### config.mk
export PLATFORM = sky130hd
export DESIGN_NAME = piso_shift8
export DESIGN_NICKNAME = d
export VERILOG_FILES = /design/src/rtl/piso_pkg.sv /design/src/rtl/piso_pin_sync.sv /design/src/rtl/piso_edge_det.sv /design/src/rtl/piso_stage_core.sv /design/src/rtl/piso_shift8.sv
export SDC_FILE = /design/constraint.sdc
export NUM_CORES = 1
export LEC_CHECK = 0
export ABC_CLOCK_PERIOD_IN_PS = 1400
export CORE_MARGIN = 4
export CORE_UTILIZATION = 50
export CTS_CLUSTER_SIZE = 40
export DETAILED_ROUTE_END_ITERATION = 16
export GPL_TIMING_DRIVEN = 0
export HOLD_SLACK_MARGIN = 0.1
export PLACE_DENSITY = 0.71
export SYNTH_ARGS = -nofsm -noshare
export SYNTH_HDL_FRONTEND = slang
export SYNTH_HIERARCHICAL = 1
export SYNTH_SLANG_ARGS = --single-unit
### constraint.sdc
create_clock -name clk -period 1.4 [get_ports clk]
set_input_delay 0.28 -clock clk [delete_from_list [all_inputs] [get_ports clk]]
set_output_delay 0.28 -clock clk [all_outputs]
set_load 0.01 [all_outputs]
### src/rtl/piso_pkg.sv
package piso_pkg;

    typedef enum logic [1:0] {
        ACT_KEEP  = 2'd0,
        ACT_LOAD  = 2'd1,
        ACT_SHIFT = 2'd2
    } stage_act_e;

    typedef struct packed {
        logic sclk;
        logic inhibit;
        logic load_n;
        logic ser;
    } ctl_pins_t;

    localparam int CTL_W = $bits(ctl_pins_t);

endpackage

### src/rtl/piso_pin_sync.sv
module piso_pin_sync #(
    parameter int           W       = 1,
    parameter int           DEPTH   = 2,
    parameter logic [W-1:0] RST_VAL = '0
) (
    input  logic         clk,
    input  logic         rst,
    input  logic [W-1:0] din,
    output logic [W-1:0] dout
);
    typedef struct packed {
        logic [DEPTH-1:0][W-1:0] stg;
    } sync_st_t;

    sync_st_t st_d, st_q;

    always_comb begin
        st_d = st_q;
        st_d.stg[0] = din;
        for (int i = 1; i < DEPTH; i++) begin
            st_d.stg[i] = st_q.stg[i-1];
        end
    end

    always_ff @(posedge clk) begin
        if (rst) begin
            for (int i = 0; i < DEPTH; i++) begin
                st_q.stg[i] <= RST_VAL;
            end
        end else begin
            st_q <= st_d;
        end
    end

    assign dout = st_q.stg[DEPTH-1];

    AST_SYNC_FIRST_STAGE: assert property (@(posedge clk) disable iff (rst)
        !$past(rst) |-> st_q.stg[0] == $past(din)) else $error("sync stage");

endmodule

### src/rtl/piso_edge_det.sv
module piso_edge_det (
    input  logic clk,
    input  logic rst,
    input  logic clk_a,
    input  logic clk_b,
    output logic rise
);
    typedef struct packed {
        logic or_prev;
    } edge_st_t;

    edge_st_t st_d, st_q;
    logic     or_now;

    always_comb begin
        or_now        = clk_a | clk_b;
        st_d          = st_q;
        st_d.or_prev  = or_now;
        rise          = or_now & ~st_q.or_prev;
    end

    always_ff @(posedge clk) begin
        if (rst) begin
            st_q.or_prev <= 1'b0;
        end else begin
            st_q <= st_d;
        end
    end

    AST_NO_BACK_TO_BACK_RISE: assert property (@(posedge clk) disable iff (rst)
        rise |=> !rise) else $error("double rise");

    AST_RISE_NEEDS_INPUT: assert property (@(posedge clk) disable iff (rst)
        rise |-> (clk_a || clk_b)) else $error("rise without input");

endmodule

### src/rtl/piso_stage_core.sv
module piso_stage_core
    import piso_pkg::*;
#(
    parameter int N = 8
) (
    input  logic         clk,
    input  logic         rst,
    input  logic         load_n,
    input  logic         rise,
    input  logic         ser,
    input  logic [N-1:0] par,
    output logic [N-1:0] stages
);
    typedef struct packed {
        logic [N-1:0] stg;
    } core_st_t;

    core_st_t   st_d, st_q;
    stage_act_e act;

    always_comb begin
        if (!load_n) begin
            act = ACT_LOAD;
        end else if (rise) begin
            act = ACT_SHIFT;
        end else begin
            act = ACT_KEEP;
        end

        st_d = st_q;
        unique case (act)
            ACT_LOAD:  st_d.stg = par;
            ACT_SHIFT: st_d.stg = {st_q.stg[N-2:0], ser};
            default:   st_d.stg = st_q.stg;
        endcase
    end

    always_ff @(posedge clk) begin
        if (rst) begin
            st_q.stg <= '0;
        end else begin
            st_q <= st_d;
        end
    end

    assign stages = st_q.stg;

    AST_LOAD_COPIES: assert property (@(posedge clk) disable iff (rst)
        !load_n |=> stages == $past(par)) else $error("load");

    AST_HOLD_WITHOUT_EDGE: assert property (@(posedge clk) disable iff (rst)
        (load_n && !rise) |=> $stable(stages)) else $error("hold");

    AST_SHIFT_MOVES: assert property (@(posedge clk) disable iff (rst)
        (load_n && rise) |=> (stages[N-1:1] == $past(stages[N-2:0])
                              && stages[0] == $past(ser))) else $error("shift");

endmodule

### src/rtl/piso_shift8.sv
module piso_shift8
    import piso_pkg::*;
#(
    parameter int N          = 8,
    parameter int SYNC_DEPTH = 2
) (
    input  logic         clk,
    input  logic         rst,
    input  logic         sclk,
    input  logic         inhibit,
    input  logic         load_n,
    input  logic         ser_in,
    input  logic [N-1:0] par_in,
    output logic         q_out,
    output logic         q_out_n
);
    localparam int PIN_W = CTL_W + N;
    localparam logic [PIN_W-1:0] PIN_RST = {1'b0, 1'b0, 1'b1, 1'b0, {N{1'b0}}};

    ctl_pins_t    ctl_raw, ctl_s;
    logic [N-1:0] par_s;
    logic [N-1:0] stages;
    logic         rise;

    always_comb begin
        ctl_raw.sclk    = sclk;
        ctl_raw.inhibit = inhibit;
        ctl_raw.load_n  = load_n;
        ctl_raw.ser     = ser_in;
    end

    piso_pin_sync #(
        .W       (PIN_W),
        .DEPTH   (SYNC_DEPTH),
        .RST_VAL (PIN_RST)
    ) u_sync (
        .clk  (clk),
        .rst  (rst),
        .din  ({ctl_raw, par_in}),
        .dout ({ctl_s, par_s})
    );

    piso_edge_det u_edge (
        .clk   (clk),
        .rst   (rst),
        .clk_a (ctl_s.sclk),
        .clk_b (ctl_s.inhibit),
        .rise  (rise)
    );

    piso_stage_core #(.N(N)) u_core (
        .clk    (clk),
        .rst    (rst),
        .load_n (ctl_s.load_n),
        .rise   (rise),
        .ser    (ctl_s.ser),
        .par    (par_s),
        .stages (stages)
    );

    assign q_out   = stages[N-1];
    assign q_out_n = ~stages[N-1];

    AST_OUT_COMPLEMENT: assert property (@(posedge clk) disable iff (rst)
        q_out_n != q_out) else $error("complement");

    AST_RESET_CLEARS: assert property (@(posedge clk)
        $past(rst) |-> (q_out == 1'b0)) else $error("reset");

    AST_LOAD_BEATS_EDGE: assert property (@(posedge clk) disable iff (rst)
        (!ctl_s.load_n && rise) |=> q_out == $past(par_s[N-1])) else $error("prio");

endmodule

# Yosys cells after proc, flatten, opt, wreduce, memory -nomap -nowiden
# Cells that the tools add are included.
# totals
regBits	33
input_bits	14
output_inout_bits	2
# op_classes
n_eq_ne	2
muxes	3
bitwise	4
reduce_logical	1
# ops
op	count
$pmux W8 S2	1
$mux W2	2
$eq A2 B1 Y1 const B	1
$eq A2 B2 Y1 const B	1
$not A1 Y1	2
$reduce_bool A2 Y1	1
$and A1 B1 Y1	1
$or A1 B1 Y1	1

# Logic depth before layout (Yosys ltp)
# Gate-level depths: netlist (run 1).
# depth
depth_word	6
ltp_mapped	4
mapped_depth_nobuf	3

# Cells and area by module
# Netlist (run 1), hierarchy kept.
# by_module_without_submodules
mod	instances	cells_per_inst	area_each_um2	seq_area_each_um2
piso_pin_sync	1	50	650.6	480.5
piso_stage_core	1	36	369.1	160.2
piso_edge_det	1	3	40.0	20.0
piso_shift8	1	1	3.8	0.0

# Worst setup path before layout (run 1)
# Ideal clock, no wire load.
# synth_timing
kind	reg2reg
start	register u_edge.st_q
end	register u_core.st_q (netlist bit u_core/stages[1])
arrival_time_ns	0.901
required_ns	1.271
setup_slack_ns	0.369
stages_incl_launch_ff	5
period_less_slack_ns	1.031
cell_sequence	dfxtp_1 -> o21ba_1 -> buf_6 -> mux2i_1 -> a211oi_2
# synth_via
elab_chain_cells	6
word_cells_on_any_way	8
classes_between	eq/ne (2); mux (3); bitwise (2); reduce/logical (1)
# synth_lines
element	line	text
start, declared	piso_edge_det.sv:12	edge_st_t st_d, st_q;
start signal, assigned	piso_edge_det.sv:26	st_q <= st_d;
$not A1 Y1 (*)	piso_edge_det.sv:19	rise = or_now & ~st_q.or_prev;
$and A1 B1 Y1 (*)	piso_edge_det.sv:19	
net rise	piso_shift8.sv:23	logic rise;
$mux W2 (*)	piso_stage_core.sv:24	end else if (rise) begin
$mux W2 (*)	piso_stage_core.sv:22	if (!load_n) begin
$eq A2 B2 Y1 / $eq A2 B1 Y1 (equally long branches)	piso_stage_core.sv:31	unique case (act)
$pmux W8 S2 / $reduce_bool A2 Y1 (equally long branches)	-	
end signal, assigned	piso_stage_core.sv:42	st_q <= st_d;
end, declared	piso_stage_core.sv:18	core_st_t st_d, st_q;
# The timed path passes the listed nets; every way through them passes the cells marked *.
# A chain may end at the register's enable or synchronous reset.

# Worst setup path in the final report (run 1)
# layout_timing
start	register u_core.st_q (netlist bit u_core/stages[7])
end	output port q_out_n
# layout_via
elab_chain_cells	1
# layout_lines
element	line	text
$not A1 Y1	piso_shift8.sv:62	assign q_out_n = ~stages[N-1];
end, declared	piso_shift8.sv:15	output logic q_out_n
# No other way between the ends.

==> summary.txt, run 1 <==
status -> finished clean
Tmin final -> 1260 ps
CTS tree -> done
Post-route DRC -> 0
gpl congestion -> 0.692
Main synth FF type -> dfxtp_1
sequential power share -> 0.627
Post-Place Worst Slack -> -88.5 ps
PwrDens -> 1230 mW/mm2
Mapped Nets -> 104
P_int -> 1.27 mW
Seq. cell area -> 661 um2
ANT nets after route -> 0
Top Layer Used -> met3
NetSw -> 323 uW
DRT Pass-1 Iters -> 2
Final setup viols -> 0
R2R cell count -> 4
Worst slew margin -> 0.763
Slew Viols, Final -> 0
CP max stage delay -> 360 ps
Clock Skew -> 3.19 ps
synth top area cells -> dfxtp_1 62%, nor2b_1 11%, mux2i_1 7.5%, a211oi_1 4.9%, buf_6 3.2%
TritonCTS Buffers -> 5
worst min path class -> reg -> reg
core footprint -> 0.00198 mm2
Initial Util -> 0.537
CTS max path bufs -> 2
clk_lat worst skew -> 300 ps
Final Instance Area -> 0.00129 mm2
Yosys top cell area share -> 0.621
Rows -> 16
Die Y -> 54.1 um
Lkg Pwr -> 0.519 nW
most frequent cell after synthesis -> dfxtp_1
Synth-to-Final Area Change -> 21.6%
Critical Path Start Type -> flip-flop
crit-path cells -> inv_1 -> dlygate4sd2_1
mapped cell area -> 0.00106 mm2
first-pass GRT wire length -> 2230 um
Via density -> 4.33
initial antenna violation count -> 0
EDFF count, synth -> 0
gr usage total -> 0.111
n_diodes -> 0
worst setup path endpoint -> q_out_n
asr flop ratio synth -> 0
met2 wire len -> 639 um
dpl hpwl -> 996 um
hold slack -> 409 ps
Total Power -> 1.59 mW
YS warnings -> 6
RSZ-0062 raised after global routing -> no
CP Capture Type -> output pin
Die X-Extent -> 54.1 um
final-layout fill cell count -> 142
Starting DRT DRC Count -> 3
sequential area share after synthesis -> 0.621
Commonest cells post-synth -> 33 x dfxtp_1, 19 x nor2b_1, 8 x mux2i_1, 8 x nor2_1, 7 x a211oi_1
Area after DPL -> 0.00125 mm2
CTS sink cnt -> 33
number of global-route vias before repair -> 558
multi-input logic area -> 349 um2
H-tree levels -> 2
WL per Instance -> 9.36 um
via count -> 606
Routed met3 length -> 96 um
slowest cell on the critical path -> dfxtp_1
share of cells above drive strength 1 -> 0.0973
DIE AREA -> 0.00293 mm2
maximum clock frequency -> 794 MHz
Clk pwr share -> 0.289
Unique masters post-synth -> 14
Clock Pin Slew Worst Setup and Hold Paths -> 80 ps
setup ws final -> 141 ps
reg-to-reg setup timing slack -> 260 ps
largest net degree at the start of global routing -> 11
type of the worst setup path -> reg -> out
max cap viols -> 0
CTS root buf -> clkbuf_4
Post-Syn Instances -> 90
Tcrit/Tclk final -> 0.900
flops & latches, synth -> 33
critical path arrival -> 980 ps
Avg Cell Area, Syn -> 11.8 um2
Worst Tran Pin Value -> 355 ps
Final Hold Viols -> 0
wl on met1 -> 575 um
Worst Setup SP -> u_core/stages[7]$_SDFFE_PP0P_
critical path fanouts, max -> 3
Nets -> 126
Data required, critical path -> 1120 ps
global route overflow -> 0
worst vdd ir -> 0.000698 V
logic gate share of total power -> 0.084
I/O pin total -> 16
reg-to-reg endpoint -> u_core/stages[7]$_SDFFE_PP0P_
reg2reg start -> u_sync/dout[10]$_SDFF_PP0_
PortBufs -> 15
final wirelength -> 1310 um
area leader, netlist -> dfxtp_1
Net Sw Frac -> 0.203
-- timing repair --
action                     in CTS  in global routing
hold buffers                    0                  0
gates resized for setup         2                  0
buffers inserted                0                  0
setup endpoints to repair       2                  0
-- placed cells by master, fill, tap and decap left out --
| master | count |
|---|---|
| inv_1 | 1 |
| and2b_1 | 3 |
| clkbuf_1 | 3 |
| nor2b_1 | 19 |
| mux2i_1 | 8 |
| clkdlybuf4s50_1 | 13 |
| dlygate4sd2_1 | 2 |
| clkbuf_4 | 5 |
| buf_2 | 1 |
| a211oi_2 | 1 |
| buf_1 | 1 |
| nor2_1 | 8 |
| o21ba_1 | 2 |
| a211oi_1 | 7 |
| buf_6 | 3 |
| dfxtp_1 | 33 |
| buf_4 | 1 |
| or2_1 | 2 |
-- power groups by stage --
| stage | Sequential (mW) | Combinational (mW) | Clock [mW] |
|---|---|---|---|
| after floorplan | 1.02 | 0.0830 | 0 |
| after global placement | 1.02 | 0.135 | 0 |
| after detailed placement | 1.02 | 0.138 | 0 |
| after CTS | 0.999 | 0.137 | 0.484 |
| after global routing | 1.00 | 0.148 | 0.524 |
| final | 0.998 | 0.134 | 0.460 |
-- logic make-up (layout without fill, tap and decap cells) --
logic type,Yosys count,count (layout),share of synthesized area
AND/OR/NAND/NOR,32,32,0.173
buffers and inverters,7,30,0.0506
flip-flops,33,33,0.621
multiplexers,8,8,0.0753
AO/OA/AOI/OAI,10,10,0.0800
-- worst min-delay path by stage --
stage	startpoint	end	depth (start not counted)
finish	u_sync/st_d[21]$_SDFF_PP1_	u_sync/dout[9]$_SDFF_PP1_	1
CTS	u_sync/st_d[21]$_SDFF_PP1_	u_sync/dout[9]$_SDFF_PP1_	1
detailed placement	u_sync/st_d[21]$_SDFF_PP1_	u_sync/dout[9]$_SDFF_PP1_	1
global route	u_sync/st_d[12]$_SDFF_PP0_	u_sync/dout[0]$_SDFF_PP0_	1
global placement	u_sync/st_d[21]$_SDFF_PP1_	u_sync/dout[9]$_SDFF_PP1_	1
floorplan	rst	u_sync/dout[1]$_SDFF_PP0_	1
-- area by class of cell --
class,count,area share
clock buffers,8,0.0377
well taps,27,0.0261
inverters,1,0.00290
plain buffers,6,0.0387
multi-input cells,50,0.270
repair buffers,15,0.114
flip-flops and latches,33,0.511
-- state kept, by name (all words and copies together) (netlist names) --
register / flops
u_core/stages: 8
u_sync/st_d: 12
u_sync/dout: 12
u_edge/st_q: 1
-- per-layer routing --
layer / vias to the layer above / global-route usage
met3: 0 / 0.0665
met2: 15 / 0.173
met5: - / 0
met1: 258 / 0.120
li1: 333 / -
met4: 0 / 0.0498
-- critical path, delay by kind of cell (launching register included) --
family                 cells  cell delay [ps]
buffers and inverters      2              320
DFF                        1              360
-- through the flow --
stage                util  std cells  setup TNS [ps]
finish              0.653        140               0
global route        0.653        140               0
CTS                 0.653        140               0
detailed placement  0.629        132            -461
global placement    0.629        132            -251
floorplan               -         90               0
(Power assumes the default switching activity.)
==> run 2: changes to the inputs <==
Settings changed: GPL_ROUTABILITY_DRIVEN from default to 0.
==> results of run 2 <==
No change in the layout: final DEF, timing and power equal those of run 1.
